**config.mk**
```make
export PLATFORM = sky130hd
export DESIGN_NAME = hostclk_gen
export DESIGN_NICKNAME = d
export VERILOG_FILES = /design/src/rtl/hostclk_pkg.sv /design/src/rtl/hostclk_strap.sv /design/src/rtl/hostclk_div.sv /design/src/rtl/hostclk_pinmux.sv /design/src/rtl/hostclk_gen.sv
export SDC_FILE = /design/constraint.sdc
export NUM_CORES = 1
export LEC_CHECK = 0
export BUFFER_PORTS_ARGS = -buffer_cell sky130_fd_sc_hd__buf_2
export CELL_PAD_IN_SITES_DETAIL_PLACEMENT = 0
export CELL_PAD_IN_SITES_GLOBAL_PLACEMENT = 1
export CORE_AREA = 2 2 39 41
export CTS_BUF_LIST = sky130_fd_sc_hd__clkbuf_16
export CTS_CLUSTER_DIAMETER = 30
export DETAILED_ROUTE_END_ITERATION = 10
export DIE_AREA = 0 0 41 43
export PLACE_DENSITY = 0.77
export REMOVE_ABC_BUFFERS = 1
export SYNTH_ARGS = -nofsm -noshare
export SYNTH_HDL_FRONTEND = slang
export SYNTH_SLANG_ARGS = --single-unit
```
**constraint.sdc**
```tcl
create_clock -name clk -period 1.7 [get_ports clk]
set_input_delay 0.085 -clock clk [delete_from_list [all_inputs] [get_ports clk]]
set_output_delay 0.085 -clock clk [all_outputs]
set_load 0.05 [all_outputs]
```
**src/rtl/hostclk_pkg.sv**
```systemverilog
package hostclk_pkg;
  typedef enum logic [1:0] {
    CK_OFF  = 2'd0,
    CK_FAST = 2'd1,
    CK_MID  = 2'd2,
    CK_SLOW = 2'd3
  } ck_mode_t;
endpackage

```
**src/rtl/hostclk_strap.sv**
```systemverilog
module hostclk_strap
  import hostclk_pkg::*;
(
  input  logic     clk,
  input  logic     rst,
  input  logic [1:0] code_i,
  output ck_mode_t code_o
);
  ck_mode_t code_q;

  // capture continuously while in reset, freeze afterwards
  always_ff @(posedge clk) begin
    if (rst) code_q <= ck_mode_t'(code_i);
  end

  assign code_o = code_q;

  AST_MODE_HELD: assert property (@(posedge clk) disable iff (rst)
    !$past(rst) |-> $stable(code_q));
endmodule

```
**src/rtl/hostclk_div.sv**
```systemverilog
module hostclk_div
  import hostclk_pkg::*;
#(
  parameter int DIV_FAST = 4,
  parameter int DIV_MID  = 5,
  parameter int DIV_SLOW = 10
) (
  input  logic     clk,
  input  logic     rst,
  input  ck_mode_t code_i,
  output logic     tick_o
);
  localparam int MAXD = (DIV_FAST > DIV_MID) ?
                        ((DIV_FAST > DIV_SLOW) ? DIV_FAST : DIV_SLOW) :
                        ((DIV_MID > DIV_SLOW) ? DIV_MID : DIV_SLOW);
  localparam int CW = $clog2(MAXD + 1);

  logic [CW-1:0] cnt_q, last_c, hi_c;
  logic          run_c, clk_q;

  always_comb begin
    run_c  = 1'b1;
    last_c = '0;
    hi_c   = '0;
    case (code_i)
      CK_FAST: begin last_c = CW'(DIV_FAST - 1); hi_c = CW'(DIV_FAST / 2); end
      CK_MID:  begin last_c = CW'(DIV_MID - 1);  hi_c = CW'(DIV_MID / 2);  end
      CK_SLOW: begin last_c = CW'(DIV_SLOW - 1); hi_c = CW'(DIV_SLOW / 2); end
      default: run_c = 1'b0;
    endcase
  end

  always_ff @(posedge clk) begin
    if (rst || !run_c) begin
      cnt_q <= '0;
      clk_q <= 1'b0;
    end else begin
      cnt_q <= (cnt_q == last_c) ? '0 : cnt_q + 1'b1;
      clk_q <= (cnt_q < hi_c);
    end
  end

  assign tick_o = clk_q;

  AST_CNT_RANGE: assert property (@(posedge clk) disable iff (rst)
    cnt_q <= last_c);
  AST_WRAP_LOW: assert property (@(posedge clk) disable iff (rst)
    (run_c && cnt_q == '0 && !$past(rst)) |-> !clk_q);
  AST_RISE_AT_ONE: assert property (@(posedge clk) disable iff (rst)
    $rose(clk_q) |-> (cnt_q == CW'(1)));
endmodule

```
**src/rtl/hostclk_pinmux.sv**
```systemverilog
module hostclk_pinmux
  import hostclk_pkg::*;
(
  input  logic     clk,
  input  logic     rst,
  input  ck_mode_t code_i,
  input  logic     tick_i,
  input  logic     gp_data_i,
  input  logic     gp_oe_i,
  output logic     pin_o,
  output logic     pin_oe_o
);
  logic pin_q, oe_q;

  always_ff @(posedge clk) begin
    if (rst) begin
      pin_q <= 1'b0;
      oe_q  <= 1'b0;
    end else if (code_i != CK_OFF) begin
      pin_q <= tick_i;
      oe_q  <= 1'b1;
    end else begin
      pin_q <= gp_data_i;
      oe_q  <= gp_oe_i;
    end
  end

  assign pin_o    = pin_q;
  assign pin_oe_o = oe_q;

  AST_OE_IN_CLK: assert property (@(posedge clk) disable iff (rst)
    (code_i != CK_OFF) |=> oe_q);
endmodule

```
**src/rtl/hostclk_gen.sv**
```systemverilog
module hostclk_gen
  import hostclk_pkg::*;
#(
  parameter int DIV_FAST = 4,
  parameter int DIV_MID  = 5,
  parameter int DIV_SLOW = 10
) (
  input  logic       clk,
  input  logic       rst,
  input  logic [1:0] mode_i,
  input  logic       gp_data_i,
  input  logic       gp_oe_i,
  output logic       pin_o,
  output logic       pin_oe_o
);
  ck_mode_t code;
  logic     tick;

  hostclk_strap u_strap (
    .clk(clk), .rst(rst), .code_i(mode_i), .code_o(code)
  );

  hostclk_div #(
    .DIV_FAST(DIV_FAST), .DIV_MID(DIV_MID), .DIV_SLOW(DIV_SLOW)
  ) u_div (
    .clk(clk), .rst(rst), .code_i(code), .tick_o(tick)
  );

  hostclk_pinmux u_mux (
    .clk(clk), .rst(rst), .code_i(code), .tick_i(tick),
    .gp_data_i(gp_data_i), .gp_oe_i(gp_oe_i),
    .pin_o(pin_o), .pin_oe_o(pin_oe_o)
  );
endmodule

```
==> results by group <==
Status
  • Status: finished, final reports clean

Flow run
  • Total of max-cap violations: 0

STA
  • Min cycle time layout: 1.51 ns
  • Clock skew: 0.00248 ns
  • Count of final setup violators: 0
  • Tightest Pin Transition: 0.414 ns
  • Peak Freq: 663 MHz
  • Max-slew violations: 0
  • Slew HR: 0.722
  • Setup TNS: 0 ns
  • Post-route setup slack: 0.191 ns
  • Final Hold Vio Count: 0
  • Tcrit/Tclk final: 0.888
  • RSZ-0062 raised after global routing: no

Clock tree
  • CTS sink count: 9
  • Post-CTS Setup Repair Bufs: 0
  • CTS tree: built
  • Post_cts resized: 0
  • Deepest clock path buffer count: 2
  • Root Buffer: clkbuf_16
  • Cts hold-fix bufs: 0
  • CTS buffer count: 3
  • Clk slew on worst S/H paths: 0.04 ns
  • Worst-skew pair later-pin latency: 0.23 ns
  • H-Tree Depth: 1

Setup path
  • Critical-path cell list: ha_1, xor2_1, nor4_2, nor4b_1
  • Crit path largest cell delay: 0.44 ns
  • Reg2reg path depth: 4
  • CP Launch Type: register
  • Critical path type: register to register
  • Req. time, crit path: 1.80 ns
  • Crit path to: u_div.cnt_q[1]$_SDFF_PP0_
  • Critical R2R Launch: u_strap.code_o[0]$_DFFE_PP_
  • R2r setup slk: 0.19 ns
  • Setup crit end kind: register
  • CP max stage cell: edfxtp_1
  • Critical Path AT: 1.61 ns
  • Reg2reg end: u_div.cnt_q[1]$_SDFF_PP0_
  • Worst setup path startpoint: u_strap.code_o[0]$_DFFE_PP_
  • Worst Path Max Fanout: 4

Power
  • Tot Pwr: 0.000761 W
  • Maximum VDD drop: 0.631 mV
  • Static Leak: 0.294 nW
  • Power per cell area: 1270 nW/um2

Synthesis
  • Number of distinct library cells after synthesis: 18
  • Syn Inst Count: 41
  • Synth top area cells: dfxtp_1 30%, ha_1 19%, edfxtp_1 13%, xor2_1 9.4%, inv_1 4.0%
  • Post-synthesis area per instance: 11.4 um2
  • Synthesis-stage register bit count: 9
  • Post-synth top area cell: dfxtp_1
  • Yosys Warn Count: 0
  • Mapped Area: 468 um2
  • Yosys top cell area share: 0.299
  • Seq/Total Area, Yosys: 0.428

Global route
  • GRT overflow: 0
  • Antenna violations before repair: 0
  • Largest net degree at the start of global routing: 10
  • First-pass GRT wire length: 1240 um
  • GRT Util Overall: 0.112
  • Vias in the first global route: 307

Floorplanning
  • Die Width: 41 um
  • Initial core utilization: 0.338
  • Row count: 14
  • Die area: 1760 um2
  • Chip height: 43 um
  • Core area: 1380 um2
  • I/O pins: 8

Cells and area
  • Core Util, Final: 0.432
  • # fillers: 136
  • Ant. Diodes: 0
  • Synth-to-layout area growth: 27.8%
  • Commonest non-fill, non-tap cells in the layout: 7 x ha_1, 7 x buf_2, 7 x dfxtp_1
  • Fin nets: 66
  • Area occupied by multi-input gates: 238 um2
  • Sequential Area: 200 um2
  • Share of layout cells above drive strength 1: 0.269

Drt
  • Final ANT Viol Nets: 0
  • Routed vias/inst: 4.74
  • Final wirelength: 713 um
  • Initial DRC count: 3
  • # DRC: 0
  • Vias after detailed routing: 322
  • DRT Pass-1 Iters: 2
  • Avg WL per Cell: 10.5 um

Placed design
  • Pre-CTS WS: 0.175 ns
  • Final HPWL DP: 547 um
  • Port Buf Inserts: 7
  • RePlAce Congestion: 0.676

Min path
  • Worst Hold Class: primary input to register
[Yosys cell counts]
master and number:
nor4_1 3, xnor2_1 1, mux2i_1 1, ha_1 7
buf_6 1, nor4_2 1, dfxtp_1 7, xor2_1 5
a21o_1 1, edfxtp_1 2, nor4b_1 1, nor2_1 1
nand3_1 1, inv_1 5, or4_4 1, a21oi_2 1
a21oi_1 1, nand2b_1 1
[power by group]
group          switching, W  total, W  internal, W
sequential        0.0000156  0.000255     0.000239
combinational     0.0000578  0.000104    0.0000466
clock             0.0000956  0.000402     0.000307
[state kept, by name (all words and copies together), names as in the netlist]
name,cells
u_div.cnt_q,4
u_div.tick_o,1
u_mux.pin_o,1
u_mux.pin_oe_o,1
u_strap.code_o,2
[final cells by class]
class | instances | area share
Tap cell | 16 | 0.0335
Clock inverter | 1 | 0.00628
Multi-Input combinational cell | 26 | 0.397
Inverter | 5 | 0.0314
Timing Repair Buffer | 8 | 0.0711
Sequential cell | 9 | 0.335
Clock buffer | 3 | 0.126
[per-stage QoR]
step                      hold slack [ns]  instances  area (um2)
after global routing               0.0247         68         598
final                              0.0279         68         598
after detailed placement            0.264         64         519
after CTS                          0.0239         68         598
after floorplan                     0.154         40         457
after global placement              0.261         64         519
[worst min-delay path by stage]
| stage | start | end | slack, ns | depth (start not counted) |
|---|---|---|---|---|
| after floorplan | rst | u_mux.pin_oe_o$_SDFF_PP0_ | 0.15 | 1 |
| after global placement | mode_i[1] | u_strap.code_o[1]$_DFFE_PP_ | 0.26 | 1 |
| after detailed placement | mode_i[1] | u_strap.code_o[1]$_DFFE_PP_ | 0.26 | 1 |
| after CTS | mode_i[1] | u_strap.code_o[1]$_DFFE_PP_ | 0.02 | 1 |
| after global routing | mode_i[1] | u_strap.code_o[1]$_DFFE_PP_ | 0.02 | 1 |
| final | mode_i[1] | u_strap.code_o[1]$_DFFE_PP_ | 0.03 | 1 |
[per-layer routing]
layer / GRT usage / routed length, um / part of all wire / vias to the layer above
met5: 0 / 0 / 0 / -
met4: 0.120 / 40 / 0.056 / 0
met3: 0.0314 / 19 / 0.027 / 4
met2: 0.144 / 340 / 0.48 / 5
li1: - / - / - / 163
met1: 0.136 / 313 / 0.44 / 150
[logic make-up after synthesis]
logic type | count (synthesis) | share of synthesized area
compound gates | 3 | 0.0455
xor+xnor | 6 | 0.112
fa+ha+maj | 7 | 0.187
buf+inv | 6 | 0.0642
flops | 9 | 0.428
mux | 1 | 0.0214
simple gates | 9 | 0.142
[worst max-delay path: cells and delay by family, from the launching register on]
family	cells	cell delay [ns]
XOR/XNOR	1	0.17
flip-flops	1	0.44
adder cells (fa/ha/maj)	1	0.24
AND/OR/NAND/NOR	2	0.53
No activity file was read; power rests on OpenSTA's default activity.
